**src/rtl/ddr2b_pkg.sv**
```systemverilog
`timescale 1ns/1ps
package ddr2b_pkg;

  // Direction encoding on the memory R/W pin.
  typedef enum logic {
    DIR_WRITE = 1'b0,
    DIR_READ  = 1'b1
  } dir_e;

  // Half-cycle index, counted from the address edge, at which beat `beat`
  // of a burst travels on the shared data bus.
  function automatic int beat_half(input int beat, input bit is_read);
    return is_read ? (3 + beat) : (2 + beat);
  endfunction

endpackage

```
**src/rtl/ddr2b_slot_guard.sv**
```systemverilog
`timescale 1ns/1ps
module ddr2b_slot_guard #(
  parameter int BURST = 4
) (
  input  logic clk,
  input  logic rst_n,
  input  logic req_write,
  input  logic accept,
  output logic ready
);
  localparam int MW = 3 + BURST;

  function automatic logic [MW-1:0] span_of(input bit rd);
    logic [MW-1:0] m;
    m = '0;
    for (int k = 0; k < BURST; k++) m[ddr2b_pkg::beat_half(k, rd)] = 1'b1;
    return m;
  endfunction

  localparam logic [MW-1:0] WR_SPAN = span_of(1'b0);
  localparam logic [MW-1:0] RD_SPAN = span_of(1'b1);

  // Bit j: half-cycle j after the address edge of a request taken now is busy.
  logic [MW-1:0] resv;
  logic [MW-1:0] claim;

  assign claim = req_write ? WR_SPAN : RD_SPAN;
  assign ready = (resv & claim) == '0;

  always_ff @(posedge clk or negedge rst_n) begin
    if (!rst_n) resv <= '0;
    else        resv <= (resv | (accept ? claim : '0)) >> 2;
  end

  generate
    if (BURST == 4) begin : g_b4
      // reservation alone must keep burst-of-4 commands apart
      assert_b4_gap_R7: assert property (@(posedge clk) disable iff (!rst_n)
        accept |=> !accept);
    end
  endgenerate

endmodule

```
**src/rtl/ddr2b_cmd_issue.sv**
```systemverilog
`timescale 1ns/1ps
module ddr2b_cmd_issue #(
  parameter int ADDR_W = 18,
  parameter int WORD_W = 16,
  parameter int BURST  = 4
) (
  input  logic                        clk,
  input  logic                        rst_n,
  input  logic                        accept,
  input  logic                        req_write,
  input  logic [ADDR_W-1:0]           req_addr,
  input  logic [BURST*WORD_W-1:0]     req_wdata,
  input  logic [BURST*WORD_W/8-1:0]   req_be,
  output logic                        mem_ld_n,
  output logic                        mem_rw,
  output logic [ADDR_W-1:0]           mem_addr,
  output logic [WORD_W/8-1:0]         mem_bws_rise_n,
  output logic [WORD_W/8-1:0]         mem_bws_fall_n,
  output logic [WORD_W-1:0]           mem_d_rise,
  output logic [WORD_W-1:0]           mem_d_fall,
  output logic                        rd_issued
);
  import ddr2b_pkg::*;

  localparam int BW    = WORD_W / 8;
  localparam int UW    = BURST * WORD_W;
  localparam int UBW   = BURST * BW;
  localparam int PAIRS = BURST / 2;
  localparam int CW    = $clog2(PAIRS + 1);

  logic              ld_n_q;
  dir_e              dir_q;
  logic [ADDR_W-1:0] addr_q;
  logic [UW-1:0]     wdat_q;
  logic [UBW-1:0]    be_q;

  always_ff @(posedge clk or negedge rst_n) begin
    if (!rst_n) begin
      ld_n_q <= 1'b1;
      dir_q  <= DIR_READ;
      addr_q <= '0;
      wdat_q <= '0;
      be_q   <= '0;
    end else begin
      ld_n_q <= !accept;
      if (accept) begin
        dir_q  <= req_write ? DIR_WRITE : DIR_READ;
        addr_q <= req_addr;
        wdat_q <= req_wdata;
        be_q   <= req_be;
      end
    end
  end

  logic wr_now;
  assign wr_now    = !ld_n_q && (dir_q == DIR_WRITE);
  assign rd_issued = !ld_n_q && (dir_q == DIR_READ);

  // Write beat shifter: one rise/fall pair leaves per cycle.
  logic [UW-1:0]  wsh;
  logic [UBW-1:0] bsh;
  logic [CW-1:0]  wcnt;

  always_ff @(posedge clk or negedge rst_n) begin
    if (!rst_n) begin
      wsh  <= '0;
      bsh  <= '0;
      wcnt <= '0;
    end else if (wr_now) begin
      wsh  <= wdat_q;
      bsh  <= be_q;
      wcnt <= CW'(PAIRS);
    end else if (wcnt != '0) begin
      wsh  <= wsh >> (2 * WORD_W);
      bsh  <= bsh >> (2 * BW);
      wcnt <= wcnt - 1'b1;
    end
  end

  assign mem_ld_n       = ld_n_q;
  assign mem_rw         = dir_q;
  assign mem_addr       = addr_q;
  assign mem_d_rise     = wsh[WORD_W-1:0];
  assign mem_d_fall     = wsh[2*WORD_W-1:WORD_W];
  assign mem_bws_rise_n = (wcnt != '0) ? ~bsh[BW-1:0]      : '1;
  assign mem_bws_fall_n = (wcnt != '0) ? ~bsh[2*BW-1:BW]   : '1;

  // the cycle after a read command carries no write beat
  assert_read_quiets_bws_R4: assert property (@(posedge clk) disable iff (!rst_n)
    rd_issued |=> ((&mem_bws_rise_n) && (&mem_bws_fall_n)));

endmodule

```
**src/rtl/ddr2b_read_gather.sv**
```systemverilog
`timescale 1ns/1ps
module ddr2b_read_gather #(
  parameter int WORD_W = 16,
  parameter int BURST  = 4
) (
  input  logic                    clk,
  input  logic                    rst_n,
  input  logic                    rd_issued,
  input  logic [WORD_W-1:0]       q_rise,
  input  logic [WORD_W-1:0]       q_fall,
  output logic                    rd_valid,
  output logic [BURST*WORD_W-1:0] rd_data
);
  localparam int UW   = BURST * WORD_W;
  localparam int LAST = ddr2b_pkg::beat_half(BURST - 1, 1'b1) / 2;

  // trk[j]: a read address was on the pins j cycles ago.
  logic [LAST:1] trk;
  logic [UW-1:0] gathered;

  always_ff @(posedge clk or negedge rst_n) begin
    if (!rst_n) trk <= '0;
    else        trk <= {trk[LAST-1:1], rd_issued};
  end

  for (genvar k = 0; k < BURST - 1; k++) begin : g_beat
    localparam int H  = ddr2b_pkg::beat_half(k, 1'b1);
    localparam int CY = H / 2;
    logic [WORD_W-1:0] slot;
    always_ff @(posedge clk) begin
      if (trk[CY]) slot <= (H % 2 == 1) ? q_fall : q_rise;
    end
    assign gathered[k*WORD_W +: WORD_W] = slot;
  end

  // The final beat always lands on a rising half and is taken live.
  assign gathered[(BURST-1)*WORD_W +: WORD_W] = q_rise;

  always_ff @(posedge clk or negedge rst_n) begin
    if (!rst_n) begin
      rd_valid <= 1'b0;
      rd_data  <= '0;
    end else begin
      rd_valid <= trk[LAST];
      if (trk[LAST]) rd_data <= gathered;
    end
  end

  // a result appears exactly LAST+1 cycles after each read command
  assert_valid_latency_R5: assert property (@(posedge clk) disable iff (!rst_n)
    rd_valid == $past(rd_issued, LAST + 1));

endmodule

```
**src/rtl/ddr2b_ctrl.sv**
```systemverilog
`timescale 1ns/1ps
module ddr2b_ctrl #(
  parameter int ADDR_W = 18,
  parameter int WORD_W = 16,
  parameter int BURST  = 4
) (
  input  logic                        clk,
  input  logic                        rst_n,
  input  logic                        req_valid,
  output logic                        req_ready,
  input  logic                        req_write,
  input  logic [ADDR_W-1:0]           req_addr,
  input  logic [BURST*WORD_W-1:0]     req_wdata,
  input  logic [BURST*WORD_W/8-1:0]   req_be,
  output logic                        rd_valid,
  output logic [BURST*WORD_W-1:0]     rd_data,
  output logic                        mem_ld_n,
  output logic                        mem_rw,
  output logic [ADDR_W-1:0]           mem_addr,
  output logic [WORD_W/8-1:0]         mem_bws_rise_n,
  output logic [WORD_W/8-1:0]         mem_bws_fall_n,
  output logic [WORD_W-1:0]           mem_d_rise,
  output logic [WORD_W-1:0]           mem_d_fall,
  input  logic [WORD_W-1:0]           mem_q_rise,
  input  logic [WORD_W-1:0]           mem_q_fall
);
  logic accept;
  logic rd_issued;

  assign accept = req_valid && req_ready;

  ddr2b_slot_guard #(.BURST(BURST)) u_guard (
    .clk       (clk),
    .rst_n     (rst_n),
    .req_write (req_write),
    .accept    (accept),
    .ready     (req_ready)
  );

  ddr2b_cmd_issue #(.ADDR_W(ADDR_W), .WORD_W(WORD_W), .BURST(BURST)) u_issue (
    .clk            (clk),
    .rst_n          (rst_n),
    .accept         (accept),
    .req_write      (req_write),
    .req_addr       (req_addr),
    .req_wdata      (req_wdata),
    .req_be         (req_be),
    .mem_ld_n       (mem_ld_n),
    .mem_rw         (mem_rw),
    .mem_addr       (mem_addr),
    .mem_bws_rise_n (mem_bws_rise_n),
    .mem_bws_fall_n (mem_bws_fall_n),
    .mem_d_rise     (mem_d_rise),
    .mem_d_fall     (mem_d_fall),
    .rd_issued      (rd_issued)
  );

  ddr2b_read_gather #(.WORD_W(WORD_W), .BURST(BURST)) u_gather (
    .clk       (clk),
    .rst_n     (rst_n),
    .rd_issued (rd_issued),
    .q_rise    (mem_q_rise),
    .q_fall    (mem_q_fall),
    .rd_valid  (rd_valid),
    .rd_data   (rd_data)
  );

  // an accepted request shows up on the pins one cycle later
  assert_issue_addr_R2: assert property (@(posedge clk) disable iff (!rst_n)
    accept |=> (!mem_ld_n && mem_addr == $past(req_addr)));

  // a write can never be taken right after a read
  assert_read_then_write_stall_R6: assert property (@(posedge clk) disable iff (!rst_n)
    (accept && !req_write) |=> !(req_write && req_ready));

endmodule

```
**config.mk**
```make
export PLATFORM = sky130hd
export DESIGN_NAME = ddr2b_ctrl
export DESIGN_NICKNAME = d
export VERILOG_FILES = /design/src/rtl/ddr2b_pkg.sv /design/src/rtl/ddr2b_slot_guard.sv /design/src/rtl/ddr2b_cmd_issue.sv /design/src/rtl/ddr2b_read_gather.sv /design/src/rtl/ddr2b_ctrl.sv
export SDC_FILE = /design/constraint.sdc
export NUM_CORES = 1
export LEC_CHECK = 0
export BUFFER_PORTS_ARGS = -buffer_cell sky130_fd_sc_hd__clkbuf_2
export CORE_ASPECT_RATIO = 2
export CORE_UTILIZATION = 49
export DETAILED_ROUTE_END_ITERATION = 16
export PLACE_DENSITY = 0.76
export SKIP_LAST_GASP = 1
export SLEW_MARGIN = 20
export SYNTH_ARGS = -nofsm -noshare
export SYNTH_HDL_FRONTEND = slang
export SYNTH_SLANG_ARGS = --single-unit
export TNS_END_PERCENT = 10
```
**constraint.sdc**
```tcl
create_clock -name clk -period 1.4 [get_ports clk]
set_input_delay 0.07 -clock clk [delete_from_list [all_inputs] [get_ports clk]]
set_output_delay 0.07 -clock clk [all_outputs]
set_load 0.01 [all_outputs]
```
# Yosys cells after proc, flatten, opt, wreduce, memory -nomap -nowiden
# Cells that the tools add are included.
[op_classes]
order_cmp = 0
n_mux = 11
div = 0
n_bitwise = 5
shift = 0
reduce_logical = 8
add_sub_neg = 1
n_eq_ne = 0
multipliers = 0
[op_table]
columns = ["op", "n"]
rows = [
  ["two-way mux 64 bit", 2],
  ["two-way mux 8 bit", 2],
  ["two-way mux 7 bit", 2],
  ["two-way mux 2 bit", 4],
  ["AND 5 x 7 -> 7 bit", 1],
  ["logical NOT 7 bit", 1],
  ["OR 5 x 7 -> 7 bit", 1],
  ["inverter 2 bit", 2],
  ["nonzero test 2 bit", 2],
  ["logical AND 1 bit", 3],
  ["logical NOT 1 bit", 2],
  ["subtractor 2 x 1 -> 2 bit (second input constant)", 1],
  ["two-way mux 1 bit", 1],
  ["inverter 1 bit", 1],
]
[totals]
input_bits = 126
n_memories = 0
out_inout_bits = 122
romBits = 0
mem_bits_rw = 0
word_cells = 40
latch_bits = 0
regBits = 287

# Depth between registers and ports, before layout
# Gate-level depths: netlist (run 1).
[depth]
word_depth = 6
depth_mapped = 7

# Modules after synthesis
# From an unflattened synthesis (run 1), not the netlist that was laid out.
[hier_totals]
cells_unflattened = 798
hier_area_um2 = 11368.4
[modules_own_cells]
columns = ["mod", "instances", "seq_area_each_um2", "area_each_um2", "cells_each"]
rows = [
  ["ddr2b_cmd_issue", 1, 4156.5, 7041.8, 604],
  ["ddr2b_read_gather", 1, 3143.0, 4220.3, 187],
  ["ddr2b_slot_guard", 1, 75.1, 100.1, 6],
  ["ddr2b_ctrl", 1, 0.0, 6.3, 1],
]

# Worst setup path after synthesis (run 1)
# No wires, ideal clock.
[synth_path]
kind = "register to register"
startpoint = "register u_guard.resv[2]"
endpoint = "register u_issue.be_q[0]"
setup_ps = 125
path_slack_ps = -135
stages_incl_launch_ff = 6
t_arrival_ps = 1410
cell_sequence = "dfrtp_1 -> a211oi_2 -> nand2_1 -> buf_6 -> buf_6 -> mux2_4"
[synth_between]
elab_chain_cells = 3
[synth_rtl]
columns = ["item", "line_no", "text"]
rows = [
  ["start, declared", "ddr2b_slot_guard.sv:24", "logic [MW-1:0] resv;"],
  ["start signal, assigned", "ddr2b_slot_guard.sv:32", "else resv <= (resv | (accept ? claim : '0)) >> 2;"],
  ["AND 5 x 7 -> 7 bit", "ddr2b_slot_guard.sv:28", "assign ready = (resv & claim) == '0;"],
  ["logical NOT 7 bit", "ddr2b_slot_guard.sv:28", ""],
  ["named net req_ready", "ddr2b_ctrl.sv:10", "output logic req_ready,"],
  ["logical AND 1 bit", "ddr2b_ctrl.sv:30", "assign accept = req_valid && req_ready;"],
  ["end signal, assigned", "ddr2b_cmd_issue.sv:50", "be_q <= req_be;"],
  ["end, declared", "ddr2b_cmd_issue.sv:35", "logic [UBW-1:0] be_q;"],
]
# The timed path passes the listed nets, and every way through them passes these cells.
# A chain may end at the register's enable or synchronous reset.

# Worst setup path in the final report (run 1)
[layout_path]
startpoint = "register u_guard.resv[3]"
endpoint = "register u_issue.wdat_q[36]"
[layout_between]
elab_chain_cells = 3
[layout_rtl]
columns = ["item", "line_no", "text"]
rows = [
  ["AND 5 x 7 -> 7 bit", "ddr2b_slot_guard.sv:28", ""],
  ["logical NOT 7 bit", "ddr2b_slot_guard.sv:28", ""],
  ["logical AND 1 bit", "ddr2b_ctrl.sv:30", ""],
  ["end signal, assigned", "ddr2b_cmd_issue.sv:49", "wdat_q <= req_wdata;"],
  ["end, declared", "ddr2b_cmd_issue.sv:34", "logic [UW-1:0] wdat_q;"],
]
# No other way between the ends.

==> flow_metrics.env, run 1 <==
export IMPL_rsz0062_at_grt="yes"
export IMPL_crit_path_end_kind="flop"
export IMPL_status="finished with violations"
export IMPL_tightestPinTransition_ns=0.541
export IMPL_htree_levels=1
export IMPL_routedWlPerCell_um=18.5
export IMPL_cts_tree="yes"
export IMPL_critical_path_top_delay_family="flip-flops"
export IMPL_synth_edf_count=48
export IMPL_required_ns=1.80
export IMPL_dp_hpwl_mm=15.4
export IMPL_synth_seq_cells=285
export IMPL_layout_commonest_cell="clkbuf_2"
export IMPL_met2_usage_pct=39.6
export IMPL_hold_path_class="in -> async"
export IMPL_rows=77
export IMPL_arrival_ns=2.00
export IMPL_area_growth_pct=36.2
export IMPL_synth_nets=875
export IMPL_cpMaxStageDelayCell="dfrtp_1"
export IMPL_start_util_pct=50.0
export IMPL_post_route_min_period_ns=1.59
export IMPL_max_freq_ghz=0.628
export IMPL_fin_crit_sh_pct=114
export IMPL_routed_wl_mm=26.3
export IMPL_final_cells=1420
export IMPL_max_stage_delay_ns=0.39
export IMPL_setup_viol=122
export IMPL_finalNetCount=1253
export IMPL_die_w_um=108
export IMPL_place_inst=1229
export IMPL_cts_inserted_buffers=24
export IMPL_synth_avg_cell_area_um2=14.8
export IMPL_post_place_ws_ns=-0.165
export IMPL_grtUsageTotal_pct=22.6
export IMPL_grt_max_degree=66
export IMPL_cp_start_kind="flop"
export IMPL_drive_gt1_share_pct=44.2
export IMPL_use_met3_pct=3.37
export IMPL_syn_area_um2=11000
export IMPL_critPathMaxFanout=7
export IMPL_vdd_drop_max_mv=1.35
export IMPL_gp_congestion=0.756
export IMPL_final_cell_area_um2=15000
export IMPL_syn_inst=748
export IMPL_insertion_delay_ns=0.53
export IMPL_io_buffers=247
export IMPL_yosys_warnings=0
export IMPL_cts_buffer_depth=3
export IMPL_critPathBufInv=2
export IMPL_num_vias=7339
export IMPL_cts_sinks=285
export IMPL_core_um2=22100
export IMPL_fin_ws_ns=-0.193
export IMPL_dieArea_um2=23200
export IMPL_synth_seq_area_share_pct=66.8
export IMPL_drtIter0Drc=412
export IMPL_n_antenna_cell=0
export IMPL_crit_type="reg -> reg"
export IMPL_ant_nets=0
export IMPL_place_area_um2=12600
export IMPL_grt_pass1_vias=7783
export IMPL_p_leak_nw=7.17
export IMPL_drt_vias_per_instance=5.17
export IMPL_busiest_layer="met2"
export IMPL_skew_ns=0.0176
export IMPL_clk_pin_slew_ns=0.07
export IMPL_setup_tns_ns=-15.84
export IMPL_drt_first_pass_iters=5
export IMPL_drc=0
export IMPL_grt_overflow=0
export IMPL_drv_slew=0
export IMPL_synthDistinctLibCells=26
export IMPL_die_height_um=214
export IMPL_gr_usage_met1_pct=25.2
export IMPL_antenna_found_initial=0
export IMPL_ioPinCount=248
export IMPL_root_buffer="clkbuf_16"
export IMPL_violations="negative setup slack"
export IMPL_synthFlopType="dfrtp_1"
export IMPL_grt_pass1_wl_mm=40.2
export IMPL_finalHoldViolCount=0
export IMPL_max_cap_violations=0
export IMPL_power_density_nw_per_um2=1790
export IMPL_crit_chain="a211oi_2, nand2_4, buf_4, buf_16, mux2_4"
export IMPL_final_cell_mix="242 x clkbuf_2, 234 x dfrtp_1, 125 x dlygate4sd3_1"
export IMPL_synthArstFlopShare_pct=83.2
export IMPL_relSlewSlack_pct=64.0
## flip-flops by register name, summed over array words and instances (netlist names)
signal	flops
u_gather.rd_data	64
u_issue.bsh	8
u_issue.wcnt	2
u_gather.rd_valid	1
u_guard.resv	3
u_issue.mem_ld_n	1
u_issue.wdat_q	64
u_gather.trk	3
u_gather.g_beat.slot	48
u_issue.be_q	8
u_issue.mem_addr	18
u_issue.mem_rw	1
u_issue.wsh	64
## cell families (layout without fill, tap and decap cells)
| kind of cell | after synthesis | count (layout) | share of synthesized area [%] |
|---|---|---|---|
| AND/OR/NAND/NOR | 156 | 156 | 5.94 |
| multiplexers | 190 | 190 | 20.9 |
| flip-flops | 285 | 285 | 66.8 |
| buffers and inverters | 76 | 472 | 4.33 |
| XOR/XNOR | 1 | 1 | 0.0793 |
| AO/OA/AOI/OAI | 39 | 39 | 1.88 |
| adder cells (fa/ha/maj) | 1 | 1 | 0.113 |
## per-layer routing
metal | routed length, µm | vias up
met5 | 0 | -
met4 | 1580 | 0
met3 | 1350 | 97
met2 | 14000 | 284
met1 | 9360 | 3646
li1 | - | 3312
## final timing paths
kind                                          from                          end  slack, ns  cells past startpoint
worst max-delay path               u_guard.resv[3]           u_issue.wdat_q[36]      -0.19                      5
worst min-delay path                         rst_n              u_issue.be_q[1]       0.11                      2
worst max register to register     u_guard.resv[3]           u_issue.wdat_q[36]      -0.19                      5
worst min register to register  u_issue.wdat_q[44]              u_issue.wsh[44]       0.46                      2
max in group asynchronous                    rst_n               u_issue.mem_rw       0.66                      3
min in group clk                    mem_q_rise[15]  u_gather.g_beat[1].slot[15]       0.28                      2
## synthesized netlist by cell type, drive strengths merged (3+ instances only)
master | number | area [µm²]
buf | 59 | 414
clkbuf | 14 | 52.6
dfrtp | 235 | 5880
edfxtp | 48 | 1440
inv | 3 | 11.3
mux2 | 154 | 1940
mux2i | 36 | 360
nand2 | 110 | 413
nand2b | 5 | 31.3
nand3 | 36 | 180
o21ai | 36 | 180
## final cells by class
class | count | area (µm²)
clock buffer | 36 | 697
clock inverter | 8 | 71.3
fill | 1445 | 7020
inverter | 3 | 11.3
multi-input combinational | 387 | 3260
sequential | 285 | 7380
tap | 276 | 345
timing repair buffer | 425 | 3280
## report_power, final
part / internal [W] / switching (W) / leakage, nW
combinational: 0.00458 / 0.00372 / 3.44
sequential: 0.0108 / 0.00135 / 3.35
clock: 0.00364 / 0.00292 / 0.374
## worst register-to-register path: cells and delay by family (launching register included)
kind                   cells  cell delay (ns)
muxes                      1             0.31
AOI/OAI and AO/OA          1             0.31
buffers and inverters      2             0.31
and+or+nand+nor            1             0.16
DFF                        1             0.39
## metrics by stage
stage                     hold WS (ns)  utilization (%)  power (W)
after floorplan                 -0.226                -     0.0165
after global placement          0.0702             57.0     0.0189
after detailed placement        0.0714             57.0     0.0191
after CTS                        0.132             67.3     0.0266
after global routing             0.126             68.2     0.0284
final                            0.110             68.2     0.0270
## timing repair
| item | CTS | global route |
|---|---|---|
| buffers inserted | 9 | 5 |
| endpoints found under the hold margin | 393 | 0 |
| pin swaps | 3 | 4 |
| setup endpoints to repair | 96 | 137 |
| gates resized for setup | 7 | 23 |
| cloned | 5 | 3 |
| hold buffers | 125 | 0 |
Note: power is estimated with default switching activity, not from simulation.
==> inputs of run 2 (changes only) <==
Settings changed: CORE_UTILIZATION 49 to 35, PLACE_DENSITY 0.76 to unset.
==> run 2 against run 1 <==
The flow still finishes with violations (negative setup slack). Hold slack improved by 0.040 ns. Count of clock-buffer cells in the layout down 4. Critical path depth unchanged. Clock power increased by 12%. Global-route usage shrank 6.2 points. Non-clock buffer count decreased by 10. Sequential power is essentially flat. Flip-flop and latch count is the same. Via count down 3.3%. Maximum frequency shrank 2.0%. Final area grew 1.2%. Critical path type unchanged. Largest power group unchanged.
==> flow_metrics.env, run 2 (same netlist as run 1, synthesis figures left out) <==
export IMPL_vdd_drop_max_mv=1.23
export IMPL_drtIter0Drc=302
export IMPL_critPathBufInv=2
export IMPL_htree_levels=1
export IMPL_area_growth_pct=37.8
export IMPL_cpMaxStageDelayCell="dfrtp_1"
export IMPL_drive_gt1_share_pct=43.6
export IMPL_start_util_pct=35.7
export IMPL_place_inst=1365
export IMPL_gp_congestion=0.770
export IMPL_die_height_um=253
export IMPL_tightestPinTransition_ns=0.944
export IMPL_cts_inserted_buffers=26
export IMPL_power_density_nw_per_um2=1800
export IMPL_cp_start_kind="flop"
export IMPL_finalHoldViolCount=0
export IMPL_drc=0
export IMPL_io_buffers=247
export IMPL_dp_hpwl_mm=16.4
export IMPL_rr_endpoint="u_issue.wdat_q[42]"
export IMPL_fin_crit_sh_pct=116
export IMPL_grt_max_degree=66
export IMPL_grt_overflow=0
export IMPL_routed_wl_mm=26.5
export IMPL_dieArea_um2=32300
export IMPL_drt_first_pass_iters=4
export IMPL_worstSetupPathDepth=5
export IMPL_largest_registers="u_gather.rd_data (64), u_issue.wdat_q (64), u_issue.wsh (64)"
export IMPL_cts_sinks=285
export IMPL_drt_vias_per_instance=4.56
export IMPL_max_stage_delay_ns=0.39
export IMPL_crit_chain="a211oi_2, buf_4, nand2_8, bufbuf_16, mux2_4"
export IMPL_core_um2=31000
export IMPL_final_cells=1557
export IMPL_post_route_min_period_ns=1.63
export IMPL_cts_tree="yes"
export IMPL_n_antenna_cell=0
export IMPL_final_cell_mix="242 x clkbuf_2, 234 x dfrtp_1, 126 x dlygate4sd3_1"
export IMPL_p_leak_nw=7.16
export IMPL_utilization_pct=49.1
export IMPL_status="finished with violations"
export IMPL_root_buffer="clkbuf_16"
export IMPL_rsz0062_at_grt="yes"
export IMPL_critical_path_top_delay_family="buffers and inverters"
export IMPL_grt_pass1_vias=7529
export IMPL_critPathMaxFanout=6
export IMPL_max_cap_violations=0
export IMPL_antenna_found_initial=0
export IMPL_layout_commonest_cell="clkbuf_2"
export IMPL_fin_ws_ns=-0.225
export IMPL_arrival_ns=2.06
export IMPL_finalNetCount=1246
export IMPL_hold_path_class="in -> async"
export IMPL_r2r_setup_slack_ns=-0.23
export IMPL_ant_nets=0
export IMPL_relSlewSlack_pct=36.9
export IMPL_num_vias=7100
export IMPL_required_ns=1.83
export IMPL_clk_pin_slew_ns=0.07
export IMPL_skew_ns=0.00699
export IMPL_cts_buffer_depth=3
export IMPL_crit_start="u_guard.resv[3]"
export IMPL_die_w_um=128
export IMPL_insertion_delay_ns=0.54
export IMPL_grt_pass1_wl_mm=40.9
export IMPL_setup_viol=134
export IMPL_violations="negative setup slack"
export IMPL_max_freq_ghz=0.615
export IMPL_rr_worst_depth=5
export IMPL_crit_type="reg -> reg"
export IMPL_ioPinCount=248
export IMPL_reg2reg_from="u_guard.resv[3]"
export IMPL_critPathCapture="u_issue.wdat_q[42]"
export IMPL_rows=91
export IMPL_routedWlPerCell_um=17.0
export IMPL_grtUsageTotal_pct=16.3
export IMPL_crit_path_end_kind="flop"
export IMPL_drv_slew=0
==> run 2: how the worst min path moves through the flow <==
stage | from | endpoint | cells past startpoint
2_1_floorplan | rst_n | u_gather.rd_data[0] | 0
3_3_place_gp | rst_n | u_gather.rd_data[28] | 1
3_5_place_dp | rst_n | u_gather.rd_data[28] | 1
4_1_cts | rst_n | u_issue.wdat_q[16] | 3
5_1_grt | rst_n | u_issue.wdat_q[16] | 3
6_report | rst_n | u_issue.wdat_q[16] | 3
==> run 2: cell type report <==
cell class / instances / area (µm²)
repair buffers: 415 / 3170
flip-flops and latches: 285 / 7380
clock buffers: 32 / 694
fillers: 2708 / 15700
clock inverters: 16 / 184
multi-input cells: 388 / 3260
well taps: 418 / 523
inverters: 3 / 11.3
==> run 2: routing by layer <==
metal / wire length (µm) / GRT usage (%) / up-vias
li1: - / - / 3296
met1: 10100 / 17.7 / 3522
met3: 1350 / 2.83 / 59
met2: 14100 / 30.6 / 223
met5: 0 / 0 / -
met4: 906 / 7.03 / 0
==> run 2: report_power, final <==
group          total [W]  internal, W  switching, W
clock            0.00735      0.00427       0.00309
combinational    0.00796      0.00429       0.00367
sequential        0.0121       0.0108       0.00127
==> run 2: worst register-to-register path: stages, from the launching register on <==
cell	delay, ns
dfrtp_1	0.39
a211oi_2	0.23
buf_4	0.20
nand2_8	0.10
bufbuf_16	0.30
mux2_4	0.29
==> run 2: what timing repair did <==
item,4_1_cts,5_1_grt
resized for setup,7,11
hold endpoints to repair,393,0
buffers inserted,8,3
pin swaps,3,3
endpoints found under the setup margin,95,148
gates cloned,4,3
hold buffers,126,0
==> run 2: per-stage QoR <==
stage          hold slack, ns  worst slack, ns  power (W)  area, µm²  setup TNS, ns
2_1_floorplan          -0.226           -0.131     0.0165      11000          -7.74
3_3_place_gp          -0.0633           -0.115     0.0191      12700          -7.78
3_5_place_dp          -0.0642           -0.126     0.0193      12700          -8.38
4_1_cts                 0.143           -0.237     0.0276      15100         -16.81
5_1_grt                 0.151           -0.277     0.0289      15200         -27.18
6_report                0.150           -0.225     0.0274      15200         -16.65
